<file path="config.mk">
export PLATFORM = sky130hd
export DESIGN_NAME = uswf_rx_flow
export DESIGN_NICKNAME = d
export VERILOG_FILES = /design/src/rtl/uswf_pkg.sv /design/src/rtl/uswf_classify.sv /design/src/rtl/uswf_ctrl.sv /design/src/rtl/uswf_wrq.sv /design/src/rtl/uswf_rx_flow.sv
export SDC_FILE = /design/constraint.sdc
export NUM_CORES = 1
export LEC_CHECK = 0
export CAP_MARGIN = 20
export CORE_MARGIN = 2
export CORE_UTILIZATION = 25
export CTS_CLUSTER_DIAMETER = 100
export DETAILED_ROUTE_END_ITERATION = 12
export GPL_TIMING_DRIVEN = 0
export HOLD_SLACK_MARGIN = 0.06
export MAX_ROUTING_LAYER = met4
export PLACE_DENSITY = 0.54
export SKIP_LAST_GASP = 1
export SYNTH_ARGS = -nofsm -noshare
export SYNTH_HDL_FRONTEND = slang
export SYNTH_HIERARCHICAL = 1
export SYNTH_SLANG_ARGS = --single-unit
</file>
<file path="constraint.sdc">
create_clock -name clk -period 4.95 [get_ports clk]
set_input_delay 0.99 -clock clk [delete_from_list [all_inputs] [get_ports clk]]
set_output_delay 0.99 -clock clk [all_outputs]
set_load 0.01 [all_outputs]
</file>
<file path="src/rtl/uswf_pkg.sv">
package uswf_pkg;
  parameter int CHAR_W = 8;
  typedef logic [CHAR_W-1:0] char_t;

  localparam logic [1:0] MD_OFF  = 2'b00;
  localparam logic [1:0] MD_SNGB = 2'b01;
  localparam logic [1:0] MD_SNGA = 2'b10;
  localparam logic [1:0] MD_PAIR = 2'b11;

  typedef enum logic [1:0] {PR_IDLE, PR_GO1, PR_STOP1} pair_e;

  // Does character c finish a code in mode md, given the pair progress pr?
  function automatic logic code_hit(input logic [1:0] md, input pair_e pr,
                                    input pair_e need, input char_t c,
                                    input char_t a, input char_t b);
    case (md)
      MD_SNGA: code_hit = (c == a);
      MD_SNGB: code_hit = (c == b);
      MD_PAIR: code_hit = (pr == need) && (c == b);
      default: code_hit = 1'b0;
    endcase
  endfunction
endpackage

</file>
<file path="src/rtl/uswf_classify.sv">
module uswf_classify
  import uswf_pkg::*;
#(parameter int ERR_W = 3)
(
  input  logic             rx_valid,
  input  char_t            rx_char,
  input  logic [ERR_W-1:0] rx_err,
  input  logic [1:0]       flow_mode,
  input  logic             any_go_en,
  input  logic             spec_en,
  input  char_t            code_go_a,
  input  char_t            code_go_b,
  input  char_t            code_stop_a,
  input  char_t            code_stop_b,
  input  logic             paused,
  input  pair_e            pair_q,
  input  logic             held_v,
  output logic             ev_go,
  output logic             ev_stop,
  output logic             ev_any,
  output logic             ev_spec,
  output logic             new_wr,
  output logic             hold_new,
  output logic             flush,
  output pair_e            pair_d
);
  logic suppress, complete, go_hit, stop_hit;

  assign suppress = !any_go_en && !spec_en;
  assign go_hit   = code_hit(flow_mode, pair_q, PR_GO1, rx_char, code_go_a, code_go_b);
  assign stop_hit = code_hit(flow_mode, pair_q, PR_STOP1, rx_char, code_stop_a, code_stop_b);

  always_comb begin
    ev_go = 1'b0; ev_stop = 1'b0; ev_any = 1'b0; ev_spec = 1'b0;
    new_wr = 1'b0; hold_new = 1'b0; complete = 1'b0; pair_d = PR_IDLE;
    if (rx_valid) begin
      if (flow_mode == MD_OFF) begin
        new_wr = 1'b1;
      end else if (paused && any_go_en) begin
        ev_any = 1'b1;
        new_wr = 1'b1;
      end else if (|rx_err) begin
        new_wr = 1'b1;
      end else if (go_hit) begin
        ev_go    = 1'b1;
        new_wr   = !suppress;
        complete = (flow_mode == MD_PAIR);
      end else if (stop_hit) begin
        ev_stop  = 1'b1;
        new_wr   = !suppress;
        complete = (flow_mode == MD_PAIR);
      end else if (flow_mode == MD_PAIR &&
                   (rx_char == code_go_a || rx_char == code_stop_a)) begin
        pair_d   = (rx_char == code_go_a) ? PR_GO1 : PR_STOP1;
        hold_new = suppress;
        new_wr   = !suppress;
      end else begin
        new_wr  = 1'b1;
        ev_spec = spec_en && (rx_char == code_stop_b);
      end
    end
  end

  assign flush = rx_valid && held_v && !complete;
endmodule

</file>
<file path="src/rtl/uswf_ctrl.sv">
module uswf_ctrl
  import uswf_pkg::*;
(
  input  logic  clk,
  input  logic  rst_n,
  input  logic  rx_valid,
  input  char_t rx_char,
  input  logic  ev_go,
  input  logic  ev_stop,
  input  logic  ev_any,
  input  logic  ev_spec,
  input  logic  hold_new,
  input  pair_e pair_d,
  input  logic  stop_irq_en,
  input  logic  isr_rd,
  output logic  flag_set,
  output logic  paused,
  output logic  flag_q,
  output pair_e pair_q,
  output logic  held_v,
  output char_t held_c
);
  logic flag_clr;

  assign flag_set = (ev_stop || ev_spec) && stop_irq_en;
  assign flag_clr = ev_go || ev_any || isr_rd;

  always_ff @(posedge clk or negedge rst_n) begin
    if (!rst_n) begin
      paused <= 1'b0;
      flag_q <= 1'b0;
      pair_q <= PR_IDLE;
      held_v <= 1'b0;
      held_c <= '0;
    end else begin
      if (ev_stop)              paused <= 1'b1;
      else if (ev_go || ev_any) paused <= 1'b0;
      if (flag_set)             flag_q <= 1'b1;
      else if (flag_clr)        flag_q <= 1'b0;
      if (rx_valid) begin
        pair_q <= pair_d;
        held_v <= hold_new;
        held_c <= rx_char;
      end
    end
  end
endmodule

</file>
<file path="src/rtl/uswf_wrq.sv">
module uswf_wrq
  import uswf_pkg::*;
(
  input  logic  clk,
  input  logic  rst_n,
  input  logic  flush,
  input  logic  new_wr,
  input  char_t held_c,
  input  char_t rx_char,
  output logic  fifo_wr,
  output char_t fifo_data
);
  logic  pend_v;
  char_t pend_c;

  always_ff @(posedge clk or negedge rst_n) begin
    if (!rst_n) begin
      fifo_wr   <= 1'b0;
      fifo_data <= '0;
      pend_v    <= 1'b0;
      pend_c    <= '0;
    end else if (flush) begin
      fifo_wr   <= 1'b1;
      fifo_data <= held_c;
      pend_v    <= new_wr;
      pend_c    <= rx_char;
    end else if (new_wr) begin
      fifo_wr   <= 1'b1;
      fifo_data <= rx_char;
      pend_v    <= 1'b0;
    end else if (pend_v) begin
      fifo_wr   <= 1'b1;
      fifo_data <= pend_c;
      pend_v    <= 1'b0;
    end else begin
      fifo_wr   <= 1'b0;
    end
  end
endmodule

</file>
<file path="src/rtl/uswf_rx_flow.sv">
module uswf_rx_flow
  import uswf_pkg::*;
#(parameter int ERR_W = 3)
(
  input  logic             clk,
  input  logic             rst_n,
  input  logic             rx_valid,
  input  logic [7:0]       rx_char,
  input  logic [ERR_W-1:0] rx_err,
  input  logic [1:0]       flow_mode,
  input  logic             any_go_en,
  input  logic             spec_en,
  input  logic             stop_irq_en,
  input  logic [7:0]       code_go_a,
  input  logic [7:0]       code_go_b,
  input  logic [7:0]       code_stop_a,
  input  logic [7:0]       code_stop_b,
  input  logic             isr_rd,
  output logic             fifo_wr,
  output logic [7:0]       fifo_data,
  output logic             tx_pause,
  output logic             stop_irq,
  output logic             irq_n
);
  logic  ev_go, ev_stop, ev_any, ev_spec, new_wr, hold_new, flush, flag_set;
  logic  held_v;
  char_t held_c;
  pair_e pair_q, pair_d;

  uswf_classify #(.ERR_W(ERR_W)) u_cls (
    .rx_valid(rx_valid), .rx_char(rx_char), .rx_err(rx_err),
    .flow_mode(flow_mode), .any_go_en(any_go_en), .spec_en(spec_en),
    .code_go_a(code_go_a), .code_go_b(code_go_b),
    .code_stop_a(code_stop_a), .code_stop_b(code_stop_b),
    .paused(tx_pause), .pair_q(pair_q), .held_v(held_v),
    .ev_go(ev_go), .ev_stop(ev_stop), .ev_any(ev_any), .ev_spec(ev_spec),
    .new_wr(new_wr), .hold_new(hold_new), .flush(flush), .pair_d(pair_d));

  uswf_ctrl u_ctl (
    .clk(clk), .rst_n(rst_n), .rx_valid(rx_valid), .rx_char(rx_char),
    .ev_go(ev_go), .ev_stop(ev_stop), .ev_any(ev_any), .ev_spec(ev_spec),
    .hold_new(hold_new), .pair_d(pair_d), .stop_irq_en(stop_irq_en),
    .isr_rd(isr_rd), .flag_set(flag_set), .paused(tx_pause),
    .flag_q(stop_irq), .pair_q(pair_q), .held_v(held_v), .held_c(held_c));

  uswf_wrq u_wrq (
    .clk(clk), .rst_n(rst_n), .flush(flush), .new_wr(new_wr),
    .held_c(held_c), .rx_char(rx_char), .fifo_wr(fifo_wr),
    .fifo_data(fifo_data));

  assign irq_n = !stop_irq;
endmodule

</file>
==> summary.txt, run 1 <==
Status
  • Run status: finished, final reports clean

Clock tree
  • Max clock buf depth: 2
  • CTS tree: built
  • Total CTS buffers: 5
  • Clock-pin slew on the worst setup and hold paths: 0.07 ns
  • Setup Fix Bufs, Post-CTS: 0
  • CTS root buffer: clkbuf_8
  • Clk sinks: 31
  • Max H-tree Level: 2
  • Hold Buf Count CTS: 0
  • Resize count post-CTS: 0
  • Skew-Pair Late Insertion Delay: between 0.2 and 0.3 ns

Setup path
  • Flop2flop setup slack: 2.82 ns
  • Reg2reg start: u_ctl/paused$_DFFE_PN0P_
  • Worst path required time: slightly above 5 ns
  • Critical path type: input pin to register
  • Crit path capture type: register
  • Worst r2r path cells: 8
  • Crit path from: rx_char[1]
  • Crit path max fanout: 9
  • CP startpoint kind: input pin
  • FF-to-FF End: u_wrq/fifo_data[7]$_DFFE_PN0P_
  • Critical Path AT: around 3.8 ns

Drt
  • Vias: approximately 1600
  • Routed Antenna Nets: 0
  • # DRC: 0
  • Wire length per cell: 15.4 µm
  • Final wirelength: approximately 5.4 mm
  • DRT iter0 DRCs: 51
  • DRT Pass-1 Iters: 4
  • Vias per cell: about 4.5

Timing
  • RSZ-0062 raised after global routing: false
  • Slew @ Worst Pin: 0.704 ns
  • Max Slew Vio Count: 0
  • Slew headroom: 0.530
  • Min Hold Slack: slightly above 0.5 ns
  • Achievable Freq: about 280 MHz
  • Final setup fails: 0
  • Fin crit share: 0.722
  • Worst setup margin: 1.38 ns
  • Final clock skew: 0.0137 ns
  • Setup TNS: 0 ns
  • Final hold violation count: 0
  • Min Tclk post-route: 3.57 ns

Min path
  • Min-Delay Path Depth: 1
  • HP Start: u_wrq/pend_c[0]$_DFFE_PN0P_
  • Worst Hold Class: register to register
  • WHS Endpoint: u_wrq/pend_c[0]$_DFFE_PN0P_

Yosys
  • Yosys warns: 6
  • Synth Instances: between 150 and 200
  • Top cells by area, synth: dfrtp_1 39%, xor2_1 11%, mux2_4 7.6%
  • Post-Syn Nets: 231
  • Synthesized area: a little under 2000 µm²
  • Share of the synthesized area in the top cell type: 0.394
  • Register area share after synthesis: 0.394
  • Synth area leader: dfrtp_1
  • Yosys cell types: 38
  • Synthesized flop and latch total: 31
  • Syn_area_per_cell: about 11 µm²

Place
  • Detail Placement HPWL: roughly 4 mm
  • IO Port Bufs: 62
  • RD Place Congestion: 0.774
  • Pre-CTS setup slack: 1.03 ns

Layout
  • Filler cell count: 778
  • Multi-input logic area: approximately 1100 µm²
  • N_diodes: 0
  • Area Growth Syn to Fin: 43.5%
  • Total Nets Final: 300
  • Commonest non-fill, non-tap cell in the layout: clkdlybuf4s50_1
  • Share of cells above drive strength 1: 0.205
  • Reg area: 776 µm²
  • Most frequent cells in the layout: 61 x clkdlybuf4s50_1, 31 x dfrtp_1, 24 x xor2_1

Pwr
  • P_leak: ~1.2 nW
  • Worst vdd ir: approximately 86 µV
  • PD cells: 232 nW/µm²

GRT
  • First-pass GRT wire length: between 8 and 9 mm
  • Via count of the first global-routing pass: roughly 1700
  • Global route overflow: 0
  • Largest net degree at the start of global routing: 32
  • Initial antenna violation count: 0
  • GRT Util Overall: 0.133

Die
  • Die Area: ~8600 µm²
  • DIE HEIGHT: roughly 90 µm
  • Cell Rows: 32
  • Die X: around 93 µm
  • Initial core utilization: 0.256
  • I/O Pins: 64
  • Core box area: around 7700 µm²

Flow run
  • Max-cap check violation count: 0
-- cells in the mapped netlist (all sizes together) --
library cell   n
o21ai         11
a31oi          1
o211a          2
nor3           4
or2            1
a22oi          8
dfrtp         31
a31o           1
a21o           2
o21ba          1
xnor2          8
and3b          8
clkbuf         1
nand3          1
and4           1
inv            6
a21oi          9
buf            6
xor2          24
nand4          2
nand2          8
nor2           8
o221a          1
and3           2
o21a           1
mux2          19
nor2b          1
or3            1
and2           2
nor4           8
-- sequential cells by signal, summed over array words and instances, names as in the netlist --
signal and count:
u_ctl/flag_q 1, u_ctl/held_v 1, u_wrq/fifo_wr 1, u_wrq/fifo_data 8, u_wrq/pend_v 1, u_ctl/pair_q 2
u_ctl/paused 1, u_wrq/pend_c 8, u_ctl/held_c 8
-- metal layers --
metal | track usage | up-vias | wire (µm)
met3 | 0.0342 | 9 | 254
met5 | - | - | 0
met4 | 0.0478 | 0 | 125
li1 | - | 782 | -
met2 | 0.204 | 46 | 2400
met1 | 0.172 | 739 | 2610
-- where the power goes --
part           switching [mW]  leakage [nW]  internal (mW)  total [mW]
logic                  0.0558         0.755         0.0776       0.133
clock network          0.0983        0.0581          0.150       0.248
registers             0.00703         0.398          0.266       0.273
total                   0.161          1.21          0.493       0.655
-- worst max path at each step --
| stage | slack [ns] | endpoint | cells after the start |
|---|---|---|---|
| 3_5_place_dp | 1.03 | u_wrq/fifo_data[1]$_DFFE_PN0P_ | 10 |
| 5_1_grt | 1.21 | u_wrq/fifo_data[6]$_DFFE_PN0P_ | 10 |
| 2_1_floorplan | 2.33 | u_wrq/fifo_data[6]$_DFFE_PN0P_ | 9 |
| 6_report | 1.38 | u_wrq/fifo_data[7]$_DFFE_PN0P_ | 10 |
| 4_1_cts | 1.31 | u_wrq/fifo_data[1]$_DFFE_PN0P_ | 10 |
| 3_3_place_gp | 1.06 | u_wrq/fifo_data[7]$_DFFE_PN0P_ | 10 |
-- cell type report --
class | count | area share
well taps | 102 | 0.0452
plain buffers | 7 | 0.0235
flip-flops and latches | 31 | 0.275
clock inverters | 3 | 0.0155
multi-input cells | 135 | 0.391
repair buffers | 62 | 0.218
clock buffers | 5 | 0.0244
inverters | 6 | 0.00798
-- kinds of logic (layout without fill, tap and decap cells) --
family / Yosys count / in the layout / share of synthesized area
AOI/OAI and AO/OA: 37 / 37 / 0.125
and+or+nand+nor: 47 / 47 / 0.165
DFF: 31 / 31 / 0.394
buffers and inverters: 13 / 83 / 0.0451
muxes: 19 / 19 / 0.128
xor gates and xnor gates: 32 / 32 / 0.142
-- metrics by stage --
step           cell area, µm²  total power [mW]   util  instances
4_1_cts                  2820             0.665  0.367        351
5_1_grt                  2820             0.688  0.367        351
2_1_floorplan            1970             0.331      -        179
3_5_place_dp             2710             0.413  0.353        343
3_3_place_gp             2720             0.412  0.353        343
6_report                 2820             0.655  0.367        351
-- critical path: stages --
cell and delay, ns:
clkdlybuf4s50_1 0.65, xor2_1 0.27, nor4_1 0.43, nand2_1 0.20
and2_4 0.20, o221a_1 0.23, buf_6 0.15, nor3_4 0.42
a22oi_1 0.12, o21ai_0 0.10
(Power assumes the default switching activity.)
==> run 2: changes to the inputs <==
PLACE_DENSITY = 0.55   (was 0.54)
clock period = 3 ns   (was 4.95 ns; I/O delays follow)
==> run 2 against run 1 <==
Against the previous run:
- worst hold slack worse by 0.14 ns
- clock power grew 98%
- combinational power up 66%
- setup slack worse by 1.0 ns
- cell count is 0.57% higher
- flip-flop and latch count stayed put
- clock skew fell by 0.0092 ns
- sequential share of layout area down 0.55 points
- die area stayed put
- sequential power grew 66%
- non-clock buffer count rose by 2
- core utilization is 0.75 points higher
- critical endpoint is now u_wrq/fifo_data[1]$_DFFE_PN0P_
- largest cell class unchanged
- highest routed layer unchanged
==> summary.txt, run 2 (synthesized netlist as in run 1, its figures left out) <==
Pwr
  • Clock power frac: 0.422
  • P_leak: 1.29 nW
  • Worst vdd ir: between 200 and 250 µV
  • Sw frac: 0.227
  • Cell internal pwr: around 0.90 mW
  • PD cells: between 400 and 500 nW/µm²
  • Combinational Power Share: 0.190
  • Psw: ~0.26 mW
  • Sequential share of power: 0.388

Timing
  • Final clock skew: ~0.0045 ns
  • Fin crit share: 0.891
  • Min Tclk post-route: 2.67 ns
  • Final setup fails: 0
  • Slew headroom: 0.531
  • Final hold violation count: 0
  • Max Slew Vio Count: 0
  • RSZ-0062 raised after global routing: false
  • Slew @ Worst Pin: a little over 0.7 ns
  • Achievable Freq: ~370 MHz
  • Setup TNS: 0 ns
  • Worst setup margin: between 0.3 and 0.4 ns

Setup path
  • Worst path required time: between 3 and 4 ns
  • Crit path capture type: register
  • CP startpoint kind: input pin
  • Slowest-stage cell, CP: dlygate4sd2_1
  • Reg2reg start: u_ctl/paused$_DFFE_PN0P_
  • Critical path type: input pin to register
  • Critical Path AT: 2.87 ns
  • Crit path from: rx_char[7]
  • Crit path largest cell delay: 0.50 ns
  • Cell Chain, Critical Path: dlygate4sd2_1, xor2_1, nor4_1, nand2_1, and2_4, o221a_1, buf_6, nor3_4, buf_4, a22oi_1, o21ai_0
  • Worst path top cell family by delay: simple AND/OR/NAND/NOR gates
  • Crit path max fanout: 9
  • Buf+Inv Stages, Crit Path: 3

Clock tree
  • Max H-tree Level: 2
  • Skew-Pair Late Insertion Delay: around 0.28 ns
  • Clock-pin slew on the worst setup and hold paths: 0.07 ns
  • CTS root buffer: clkbuf_8
  • CTS tree: built
  • Clk sinks: 31
  • Total CTS buffers: 5
  • Max clock buf depth: 2

Place
  • Inst Count DP: around 340
  • Detail Placement HPWL: between 3 and 4 mm
  • Pre-CTS setup slack: -0.471 ns
  • IO Port Bufs: 62
  • RD Place Congestion: a little under 0.9

GRT
  • Global route overflow: 0
  • Via count of the first global-routing pass: approximately 1700
  • Initial antenna violation count: 0
  • GRT Util Overall: 0.133
  • Largest net degree at the start of global routing: 32
  • First-pass GRT wire length: 8.45 mm

Die
  • Initial core utilization: 0.256
  • I/O Pins: between 60 and 70
  • Core box area: 7690 µm²
  • Die X: between 90 and 100 µm
  • Die Area: about 8600 µm²
  • Cell Rows: 32
  • DIE HEIGHT: just over 90 µm

Layout
  • Commonest non-fill, non-tap cell in the layout: clkdlybuf4s50_1
  • Largest registers: u_ctl/held_c (8), u_wrq/fifo_data (8), u_wrq/pend_c (8)
  • Area Growth Syn to Fin: 46.4%
  • Multi-input logic area: 1110 µm²
  • Share of cells above drive strength 1: 0.211
  • Reg area: a little under 800 µm²
  • Core Util, Final: 0.375
  • N_diodes: 0
  • Total Nets Final: roughly 300
  • Filler cell count: between 700 and 800
  • Most frequent cells in the layout: 53 x clkdlybuf4s50_1, 31 x dfrtp_1, 24 x xor2_1
  • Post-route insts no fill: between 300 and 400

Drt
  • Met1 Routed Length: between 2 and 3 mm
  • Routed wire length on met2: 2.38 mm
  • DRT iter0 DRCs: 76
  • Met3 WL post-DR: slightly below 300 µm
  • Vias: between 1500 and 2000
  • # DRC: 0
  • Wire length per cell: about 15 µm
  • Top sig layer: met4
  • Vias per cell: between 4 and 5
  • DRT Pass-1 Iters: 5
  • Final wirelength: about 5.4 mm
  • Routed Antenna Nets: 0

Flow run
  • Max-cap check violation count: 0

Min path
  • Worst Hold Class: input pin to asynchronous set/reset pin

Status
  • Run status: finished, final reports clean
## run 2: cell count changes in the layout (fill, tap and decap cells not counted), sizes merged
cell           delta
dlygate4sd2       +1
buf               +2
dlymetal6s2s      +7
bufinv            +1
clkinv            -2
clkdlybuf4s50     -8
clkbuf            +1
## run 2: worst paths after layout
| kind | endpoint | slack (ns) | cells after the start |
|---|---|---|---|
| min in group clk | u_wrq/pend_c[5]$_DFFE_PN0P_ | 0.50 | 1 |
| worst max-delay path | u_wrq/fifo_data[1]$_DFFE_PN0P_ | 0.33 | 11 |
| worst min-delay path | u_wrq/fifo_wr$_DFF_PN0_ | 0.36 | 1 |
| worst min register to register | u_wrq/pend_c[5]$_DFFE_PN0P_ | 0.50 | 1 |
| max in group asynchronous | u_ctl/pair_q[0]$_DFFE_PN0P_ | 2.19 | 1 |
| worst max register to register | u_wrq/fifo_data[1]$_DFFE_PN0P_ | 1.02 | 9 |
## run 2: stage by stage
stage	cell area, µm²	hold slack [ns]	power (mW)
detailed placement	2710	0.490	0.681
finish	2880	0.363	1.16
global placement	2720	0.481	0.680
global route	2880	0.407	1.22
floorplan	1970	0.304	0.546
CTS	2860	0.392	1.18
## run 2: what timing repair did
action / in CTS / in global routing
pin swaps: 1 / 0
cloned: 0 / 0
resized for setup: 2 / 7
hold buffers: 0 / 0
endpoints found under the setup margin: 9 / 9
setup buffers: 2 / 0
## run 2: area by class of cell
cell class / count / share of cell area
Clock buffer: 6 / 0.0252
Buffer: 7 / 0.0230
Tap cell: 102 / 0.0443
Timing Repair Buffer: 64 / 0.224
Multi-Input combinational cell: 135 / 0.385
Inverter: 6 / 0.00782
Clock inverter: 2 / 0.0208
Sequential cell: 31 / 0.269
## run 2: layer usage
metal | vias to the layer above | global-route usage
li1 | 784 | -
met1 | 773 | 0.182
met2 | 50 | 0.197
met3 | 2 | 0.0366
met4 | 0 | 0.0294
met5 | - | -
## run 2: power groups by stage
stage	registers [mW]	logic [mW]	clock network, mW
2_1_floorplan	0.462	0.0839	0
3_3_place_gp	0.459	0.221	0
3_5_place_dp	0.459	0.222	0
4_1_cts	0.452	0.226	0.502
5_1_grt	0.454	0.242	0.521
6_report	0.452	0.221	0.492
==> run 3: changes to the inputs <==
CORE_ASPECT_RATIO = 1.75   (was not set)
PLACE_DENSITY = 0.54   (was 0.55)
clock period = 2.95 ns   (was 3 ns; I/O delays follow)
==> run 3 against run 2 <==
Against the previous run:
- combinational power up 2%
- cell count down 4.0%
- clock power about the same
- first-iteration DRC count down 43%
- worst hold slack better by 0.00069 ns
- global-route usage up 0.76 points
- flip-flop and latch count unchanged
- critical path type unchanged
- critical path depth unchanged
- cell area down 0.48%
- routed wire length up 1.1%
- core utilization up 0.15 points
==> summary.txt, run 3 (synthesized netlist as in run 1, its figures left out) <==
Clock tree
  • Clk sinks: 31
  • Max clock buf depth: 2
  • Clock-pin slew on the worst setup and hold paths: about 0.05 ns
  • CTS tree: built
  • Skew-Pair Late Insertion Delay: ~0.27 ns
  • Total CTS buffers: 5
  • Max H-tree Level: 2
  • Hold Buf Count CTS: 0
  • CTS root buffer: clkbuf_16

Place
  • Placed inst area: 2690 µm²
  • IO Port Bufs: 62
  • RD Place Congestion: between 0.7 and 0.8
  • Detail Placement HPWL: between 4 and 5 mm

Layout
  • Total Nets Final: between 300 and 400
  • Largest registers: u_ctl/held_c (8), u_wrq/fifo_data (8), u_wrq/pend_c (8)
  • Share of cells above drive strength 1: 0.211
  • Most frequent cells in the layout: 53 x clkdlybuf4s50_1, 31 x dfrtp_1, 24 x xor2_1
  • Final Cell Area: between 2000 and 3000 µm²
  • Commonest non-fill, non-tap cell in the layout: clkdlybuf4s50_1
  • N_diodes: 0
  • Area Growth Syn to Fin: 45.7%
  • Core Util, Final: 0.376
  • Filler cell count: 757

Die
  • Die Area: approximately 8600 µm²
  • Cell Rows: 42
  • I/O Pins: 64
  • Die X: approximately 70 µm
  • Core box area: 7620 µm²
  • DIE HEIGHT: between 100 and 150 µm
  • Initial core utilization: 0.258

Setup path
  • Reg2reg start: u_ctl/paused$_DFFE_PN0P_
  • Critical Path AT: approximately 2.9 ns
  • FF-to-FF End: u_wrq/fifo_data[6]$_DFFE_PN0P_
  • CP startpoint kind: input pin
  • Worst path required time: approximately 3.2 ns
  • Worst r2r path cells: 9
  • Flop2flop setup slack: ~0.95 ns
  • Critical path type: input pin to register
  • Crit path max fanout: 10
  • Crit path capture type: register

GRT
  • Largest net degree at the start of global routing: 32
  • First-pass GRT wire length: around 9.0 mm
  • Via count of the first global-routing pass: 1803
  • GRT Util Overall: 0.140
  • Global route overflow: 0
  • Initial antenna violation count: 0

Pwr
  • Psw: 0.289 mW
  • Sequential share of power: 0.391
  • Combinational Power Share: 0.192
  • Cell internal pwr: between 0.8 and 0.9 mW
  • PD cells: slightly above 400 nW/µm²
  • Clock power frac: 0.417
  • Sw frac: 0.245
  • Worst vdd ir: ~170 µV
  • P_leak: 1.28 nW

Timing
  • Achievable Freq: around 370 MHz
  • Final hold violation count: 0
  • Min Tclk post-route: approximately 2.7 ns
  • Fin crit share: 0.923
  • Setup TNS: 0 ns
  • Slew headroom: 0.528
  • Slew @ Worst Pin: between 0.7 and 0.8 ns
  • Min Hold Slack: 0.363 ns
  • Final setup fails: 0
  • Final clock skew: ~0.0036 ns
  • RSZ-0062 raised after global routing: false
  • Max Slew Vio Count: 0

Min path
  • Worst Hold Class: input pin to asynchronous set/reset pin

Drt
  • Wire length per cell: between 15 and 20 µm
  • Routed Antenna Nets: 0
  • DRT Pass-1 Iters: 4
  • # DRC: 0
  • Vias per cell: between 4 and 5
  • Vias: between 1500 and 2000
  • Final wirelength: 5.47 mm
  • DRT iter0 DRCs: 43

Status
  • Run status: finished, final reports clean

Flow run
  • Max-cap check violation count: 0
==> run 3: cell types whose count changed in the layout (fill, tap and decap cells not counted) <==
cell	before	now
bufinv_16	2	0
clkinv_2	0	1
clkbuf_1	1	2
clkbuf_8	5	0
clkbuf_16	0	5
dlygate4sd2_1	1	3
nor4_2	1	2
dlymetal6s2s_1	7	5
nor4_1	5	4
==> run 3: final cells by class <==
class | count | area [µm²] | share of cell area
flip-flops and latches | 31 | 776 | 0.271
plain buffers | 7 | 66.3 | 0.0231
clock buffers | 7 | 133 | 0.0462
repair buffers | 64 | 639 | 0.223
multi-input cells | 135 | 1120 | 0.389
well taps | 88 | 110 | 0.0384
inverters | 6 | 22.5 | 0.00785
clock inverters | 1 | 5.00 | 0.00175
==> run 3: timing repair <==
action	in CTS	in global routing
resized for setup	5	5
setup endpoints to repair	11	9
pin swaps	2	1
setup buffers	2	0
cloned	0	0
==> run 3: worst max path at each step <==
stage                    start                              to  slack, ns  depth (start not counted)
floorplan           rx_char[6]  u_wrq/fifo_data[6]$_DFFE_PN0P_       0.73                          9
global placement    rx_char[4]  u_wrq/fifo_data[1]$_DFFE_PN0P_      -0.77                         10
detailed placement  rx_char[4]  u_wrq/fifo_data[4]$_DFFE_PN0P_      -0.78                         10
CTS                 rx_char[6]  u_wrq/fifo_data[6]$_DFFE_PN0P_      0.006                         11
global route        rx_char[4]  u_wrq/fifo_data[7]$_DFFE_PN0P_       0.06                         11
finish              rx_char[4]  u_wrq/fifo_data[6]$_DFFE_PN0P_       0.23                         11
==> run 3: critical path, stage by stage <==
cell and delay (ns):
dlygate4sd2_1 0.48, xor2_1 0.14, nor4_2 0.41, nand2_1 0.19, and2_4 0.22, o221a_1 0.22, buf_6 0.15, buf_6 0.14
and3b_1 0.20, a21oi_1 0.04, o21ai_1 0.14
==> run 3: through the flow <==
stage / power, mW / instances / setup slack, ns
CTS: 1.20 / 339 / 0.00598
floorplan: 0.555 / 179 / 0.729
global route: 1.24 / 339 / 0.0632
finish: 1.18 / 339 / 0.228
detailed placement: 0.694 / 329 / -0.782
global placement: 0.694 / 329 / -0.769
==> run 3: per-layer routing <==
metal / wire length (µm) / GRT usage / vias up / share of wire
met5: 0 / - / - / 0
met4: 70 / 0.0425 / 0 / 0.013
met3: 275 / 0.0316 / 6 / 0.050
met2: 2900 / 0.252 / 54 / 0.53
met1: 2230 / 0.152 / 765 / 0.41
li1: - / - / 778 / -
==> run 3: power groups by stage <==
stage          Clock [mW]  Sequential [mW]  Combinational (mW)
2_1_floorplan           0            0.470              0.0853
3_3_place_gp            0            0.467               0.226
3_5_place_dp            0            0.468               0.227
4_1_cts             0.503            0.461               0.231
5_1_grt             0.527            0.463               0.247
6_report            0.492            0.460               0.226
